===== config.mk =====
export PLATFORM = sky130hd
export DESIGN_NAME = idx_mem_port
export DESIGN_NICKNAME = d
export VERILOG_FILES = /design/src/rtl/idx_port_pkg.sv /design/src/rtl/idx_port_ctrl.sv /design/src/rtl/idx_port_dp.sv /design/src/rtl/idx_mem_port.sv
export SDC_FILE = /design/constraint.sdc
export NUM_CORES = 1
export LEC_CHECK = 0
export BUFFER_PORTS_ARGS = -buffer_cell sky130_fd_sc_hd__buf_2
export CAP_MARGIN = 20
export CORE_UTILIZATION = 58
export CTS_BUF_LIST = sky130_fd_sc_hd__clkbuf_8
export DETAILED_ROUTE_END_ITERATION = 16
export PLACE_DENSITY = 0.84
export SETUP_SLACK_MARGIN = 0.3
export SYNTH_ARGS = -nofsm -noshare
export SYNTH_HDL_FRONTEND = slang
export SYNTH_SLANG_ARGS = --single-unit

===== constraint.sdc =====
create_clock -name clk -period 3.8 [get_ports clk]
set_clock_uncertainty 0.2 [all_clocks]
set_input_delay 0.38 -clock clk [delete_from_list [all_inputs] [get_ports clk]]
set_output_delay 0.38 -clock clk [all_outputs]
set_load 0.01 [all_outputs]

===== src/rtl/idx_port_pkg.sv =====
package idx_port_pkg;
  // Strobes from the access sequencer to the pointer datapath
  typedef struct packed {
    logic loadLo;
    logic loadHi;
    logic memWrite;
    logic advance;
  } portStrobe_t;
endpackage


===== src/rtl/idx_port_ctrl.sv =====
module idx_port_ctrl
  import idx_port_pkg::*;
#(
  parameter int ADDR_W  = 5,
  parameter int DATA_W  = 8,
  parameter logic [ADDR_W-1:0] DP_ADDR = 5'b10000,
  parameter logic [ADDR_W-1:0] LO_ADDR = 5'b10010,
  parameter logic [ADDR_W-1:0] HI_ADDR = 5'b10100
) (
  input  logic              clk,
  input  logic              rstN,
  input  logic              ioCsN,
  input  logic              wrN,
  input  logic              rdN,
  input  logic [ADDR_W-1:0] regAddr,
  input  logic [DATA_W-1:0] busIn,
  output portStrobe_t       strb,
  output logic [DATA_W-1:0] heldData,
  output logic [ADDR_W-1:0] liveAddr
);
  logic csQ, wrQ, rdQ;
  logic [DATA_W-1:0] dataQ;
  logic [ADDR_W-1:0] heldAddr;
  logic heldWrite;
  logic prevActive;
  logic active;
  logic trail;

  // Input capture stage
  always_ff @(posedge clk or negedge rstN) begin
    if (!rstN) begin
      csQ      <= 1'b1;
      wrQ      <= 1'b1;
      rdQ      <= 1'b1;
      liveAddr <= '0;
      dataQ    <= '0;
    end else begin
      csQ      <= ioCsN;
      wrQ      <= wrN;
      rdQ      <= rdN;
      liveAddr <= regAddr;
      dataQ    <= busIn;
    end
  end

  assign active = !csQ && (!wrQ || !rdQ);
  assign trail  = prevActive && !active;

  // Hold the access parameters while the overlap lasts
  always_ff @(posedge clk or negedge rstN) begin
    if (!rstN) begin
      prevActive <= 1'b0;
      heldAddr   <= '0;
      heldData   <= '0;
      heldWrite  <= 1'b0;
    end else begin
      prevActive <= active;
      if (active) begin
        heldAddr  <= liveAddr;
        heldData  <= dataQ;
        heldWrite <= !wrQ;
      end
    end
  end

  always_comb begin
    strb          = '0;
    strb.loadLo   = trail && heldWrite && (heldAddr == LO_ADDR);
    strb.loadHi   = trail && heldWrite && (heldAddr == HI_ADDR);
    strb.memWrite = trail && heldWrite && (heldAddr == DP_ADDR);
    strb.advance  = trail && (heldAddr == DP_ADDR);
  end
endmodule


===== src/rtl/idx_port_dp.sv =====
module idx_port_dp
  import idx_port_pkg::*;
#(
  parameter int ADDR_W    = 5,
  parameter int DATA_W    = 8,
  parameter int IDX_W     = 14,
  parameter int MEM_DEPTH = 9600,
  parameter logic [ADDR_W-1:0] DP_ADDR = 5'b10000,
  parameter logic [ADDR_W-1:0] LO_ADDR = 5'b10010,
  parameter logic [ADDR_W-1:0] HI_ADDR = 5'b10100
) (
  input  logic              clk,
  input  logic              rstN,
  input  portStrobe_t       strb,
  input  logic [DATA_W-1:0] heldData,
  input  logic [ADDR_W-1:0] liveAddr,
  input  logic [DATA_W-1:0] memRData,
  output logic [IDX_W-1:0]  memAddr,
  output logic              memWe,
  output logic [DATA_W-1:0] memWData,
  output logic [DATA_W-1:0] rdData
);
  localparam int HI_W = IDX_W - DATA_W;
  localparam logic [IDX_W-1:0] LAST_IDX = IDX_W'(MEM_DEPTH - 1);

  logic [IDX_W-1:0] ptr;
  logic [IDX_W-1:0] ptrStep;

  assign ptrStep = (ptr >= LAST_IDX) ? '0 : ptr + 1'b1;

  always_ff @(posedge clk or negedge rstN) begin
    if (!rstN) begin
      ptr <= '0;
    end else if (strb.loadLo) begin
      ptr[DATA_W-1:0] <= heldData;
    end else if (strb.loadHi) begin
      ptr[IDX_W-1:DATA_W] <= heldData[HI_W-1:0];
    end else if (strb.advance) begin
      ptr <= ptrStep;
    end
  end

  assign memAddr  = ptr;
  assign memWe    = strb.memWrite;
  assign memWData = heldData;

  always_comb begin
    rdData = '0;
    if (liveAddr == DP_ADDR)      rdData = memRData;
    else if (liveAddr == LO_ADDR) rdData = ptr[DATA_W-1:0];
    else if (liveAddr == HI_ADDR) rdData = {{(DATA_W-HI_W){1'b0}}, ptr[IDX_W-1:DATA_W]};
  end
endmodule


===== src/rtl/idx_mem_port.sv =====
module idx_mem_port
  import idx_port_pkg::*;
#(
  parameter int ADDR_W    = 5,
  parameter int DATA_W    = 8,
  parameter int IDX_W     = 14,
  parameter int MEM_DEPTH = 9600,
  parameter logic [ADDR_W-1:0] DP_ADDR = 5'b10000,
  parameter logic [ADDR_W-1:0] LO_ADDR = 5'b10010,
  parameter logic [ADDR_W-1:0] HI_ADDR = 5'b10100
) (
  input  logic              clk,
  input  logic              rstN,
  input  logic              ioCsN,
  input  logic              wrN,
  input  logic              rdN,
  input  logic [ADDR_W-1:0] regAddr,
  input  logic [DATA_W-1:0] busIn,
  output logic [DATA_W-1:0] rdData,
  output logic [IDX_W-1:0]  memAddr,
  output logic              memWe,
  output logic [DATA_W-1:0] memWData,
  input  logic [DATA_W-1:0] memRData
);
  portStrobe_t       strb;
  logic [DATA_W-1:0] heldData;
  logic [ADDR_W-1:0] liveAddr;

  idx_port_ctrl #(
    .ADDR_W(ADDR_W), .DATA_W(DATA_W),
    .DP_ADDR(DP_ADDR), .LO_ADDR(LO_ADDR), .HI_ADDR(HI_ADDR)
  ) ctrl_i (
    .clk(clk), .rstN(rstN), .ioCsN(ioCsN), .wrN(wrN), .rdN(rdN),
    .regAddr(regAddr), .busIn(busIn),
    .strb(strb), .heldData(heldData), .liveAddr(liveAddr)
  );

  idx_port_dp #(
    .ADDR_W(ADDR_W), .DATA_W(DATA_W), .IDX_W(IDX_W), .MEM_DEPTH(MEM_DEPTH),
    .DP_ADDR(DP_ADDR), .LO_ADDR(LO_ADDR), .HI_ADDR(HI_ADDR)
  ) dp_i (
    .clk(clk), .rstN(rstN), .strb(strb), .heldData(heldData),
    .liveAddr(liveAddr), .memRData(memRData),
    .memAddr(memAddr), .memWe(memWe), .memWData(memWData), .rdData(rdData)
  );
endmodule


==> qor.csv <==
stage,metric,value,unit
run_status,outcome,"finished, final reports clean",
timing,min_period,2.703,ns
die,start_util,61.54,%
placed_design,gp_congestion,0.9187,
critical_path,cp_data_arrival_time,2.72,ns
critical_path,slowest_delay,0.81,ns
finish,instances_no_fill,324,
finish,nets,304,
timing,tightestPinTransition,0.9278,ns
power_and_ir_drop,p_int,798.0,µW
placed_design,dp.cells,300,
finish,utilization,77.88,%
timing,finalHoldViolations,0,
power_and_ir_drop,leakage,0.001204,µW
finish,drive_gt1_share,29.50,%
critical_path,path_cells,a21oi_2 > or4_1 > a21oi_4 > or3b_1 > a31oi_1,
clock_network,cts-root-buf,clkbuf_8,
route,drt_pre_antenna_iters,4,
clock_network,cts_setup_buffers,0,
timing,max_freq,369.9,MHz
yosys,synth.avg_cell_area,10.30,µm²
timing,period_share,71.14,%
critical_path,path_delay_family,simple AND/OR/NAND/NOR gates,
grt,grt_pass1_wl,7.893,mm
route,drt-initial-drc-count,81,
placed_design,dp_hpwl,3.267,mm
die,std_cell_rows,21,
yosys,synth_edf_count,0,
critical_path,required,3.82,ns
finish,synthToLayoutAreaGrowth,26.55,%
clock_network,cts_buffers,5,
timing,setup_viol,0,
grt,grt_start_max_net_pins,46,
critical_path,setup.worst_path.end_class,flop,
route,drc_errors,0,
critical_path,critical-path-slowest-cell,or4_1,
grt,grt_pass1_vias,1748,
timing,drv_slew,0,
route,drt-total-wl,4.614,mm
power_and_ir_drop,p_total,1172,µW
clock_network,htreeDepth,2,
die,dieArea,0.003869,mm²
yosys,yosys.area.top_type,dfrtp_1,
power_and_ir_drop,p_clk_share,23.5,%
clock_network,clock-sinks,45,
route,routed_via_density,5.704,
finish,diodes,0,
route,wl_per_cell,14.24,µm
timing,max-slew-margin-rel,38.15,%
route,vias,1848,
hold_path,hold_path_class,input port to asynchronous set/reset pin,
timing,fin_setup_tns,0,ns
yosys,syn_inst,204,
grt,antenna_found_initial,0,
die,core,0.003416,mm²
critical_path,cp_max_fo,19,
grt,overflow,0,
yosys,syn-num-nets,231,
critical_path,start_kind,flop,
die,die_w,62.20,µm
power_and_ir_drop,power_frac_seq,55.2,%
yosys,synth.yosys.seq_area_share,53.75,%
finish,seq_area,0.001130,mm²
clock_network,clockBufferDepth,2,
critical_path,crit_buf_inv,0,
finish,multi_input_area,944.7,µm²
grt,grt_usage,25.79,%
die,die_y,62.20,µm
critical_path,r2r_slack,1.10,ns
yosys,synth_top_area_share,50.00,%
yosys,synth_area_leaders,"dfrtp_1 50%, mux2_2 7.0%, nor2_1 5.4%, mux2i_1 4.3%, a21oi_1 4.0%",
power_and_ir_drop,swShare,31.92,%
power_and_ir_drop,comb_power_share,21.3,%
yosys,yosysUniqueCellTypes,39,
power_and_ir_drop,ir_drop,0.0003613,V
finish,fillers,265,
power_and_ir_drop,power.switching,374.2,µW
job,max_cap_violations,0,
yosys,yosys_warnings,0,
clock_network,cts_tree,built,
clock_network,clk_latency,0.30,ns
yosys,synth_seq_cells,45,
clock_network,clkTransAtPathRegs,0.08,ns
placed_design,port_buffers,56,
timing,rsz0062_at_grt,false,
power_and_ir_drop,power.density,440.7,mW/mm²
die,ioPinCount,57,
route,postRouteAntennaNets,0,
yosys,synth_area,0.002102,mm²
critical_path,crit_type,flop to flop,
yosys,synth_top_flop_cell,dfrtp_1,
yosys,async_flop_share,100.0,%
## layer usage
layer	up-vias	global-route usage [%]	wire length, µm
met5	-	0	0
met4	0	4.651	35
met3	4	5.699	367
met2	90	42.17	2151
met1	860	35.96	2061
li1	894	-	-
## power by group through the flow
stage	combinational [µW]	sequential [µW]	clock [µW]
after floorplan	129	643	0
after global placement	234	651	0
after detailed placement	238	652	0
after CTS	251	643	281
after global routing	277	658	302
final	250	647	276
## layout make-up
type / instances / area share (%)
flip-flops and latches: 45 / 42.47
well taps: 46 / 2.164
inverters: 1 / 0.1411
clock inverters: 3 / 0.5644
repair buffers: 72 / 16.56
clock buffers: 5 / 2.587
multi-input cells: 152 / 35.51
## what timing repair did
item	4_1_cts	5_1_grt
resized for setup	0	0
hold buffers	16	0
hold endpoints to repair	16	0
## Yosys cell counts (all sizes together) (3+ instances only)
cell / count
nor2: 30
o21ai: 13
dfstp: 3
nand3b: 6
nand2: 10
and3: 4
nor3: 5
dfrtp: 42
a31oi: 10
nand3: 10
a21oi: 19
clkbuf: 4
mux2i: 9
mux2: 13
## kinds of logic (layout without fill, tap and decap cells)
| group | count (synthesis) | after routing | share of synthesized area, % |
|---|---|---|---|
| AO/OA/AOI/OAI | 51 | 51 | 14.64 |
| adder cells (fa/ha/maj) | 1 | 1 | 0.5951 |
| buffers and inverters | 7 | 81 | 1.309 |
| flip-flops | 45 | 45 | 53.75 |
| multiplexers | 22 | 22 | 11.25 |
| AND/OR/NAND/NOR | 78 | 78 | 18.45 |
## layout by cell type, fill, tap and decap left out, types with 6 or more instances in the layout
cell           count
buf_2             56
dfrtp_1           42
nor2_1            30
a21oi_1           17
dlygate4sd3_1     16
mux2_2            13
o21ai_0           12
nand2_1           10
nand3_1           10
a31oi_1           10
mux2i_1            9
nand3b_1           6
## metrics by stage
| stage | setup slack [ns] | area (µm²) | hold WS (ns) |
|---|---|---|---|
| finish | 1.097 | 2660 | 0.02247 |
| global route | 0.9555 | 2660 | 0.1128 |
| CTS | 1.105 | 2660 | 0.05644 |
| detailed placement | 1.115 | 2416 | 0.2523 |
| global placement | 1.187 | 2416 | 0.2307 |
| floorplan | 1.627 | 2102 | -0.1156 |
## flip-flops by register name, summed over array words and instances, names as in the netlist
name / count
ctrl_i.csQ: 1
ctrl_i.dataQ: 8
ctrl_i.wrQ: 1
ctrl_i.prevActive: 1
ctrl_i.rdQ: 1
ctrl_i.liveAddr: 5
ctrl_i.heldData: 8
dp_i.memAddr: 14
ctrl_i.heldWrite: 1
ctrl_i.heldAddr: 5
## final timing paths
check                                start                  to  cells past startpoint
max                             ctrl_i.wrQ     dp_i.memAddr[9]                      5
min                                   rstN     ctrl_i.dataQ[7]                      1
max reg2reg                     ctrl_i.wrQ     dp_i.memAddr[9]                      5
min reg2reg                ctrl_i.dataQ[5]  ctrl_i.heldData[5]                      2
max in group asynchronous             rstN  ctrl_i.heldData[0]                      1
min in group clk           ctrl_i.dataQ[5]  ctrl_i.heldData[5]                      2
(Power assumes the default switching activity.)
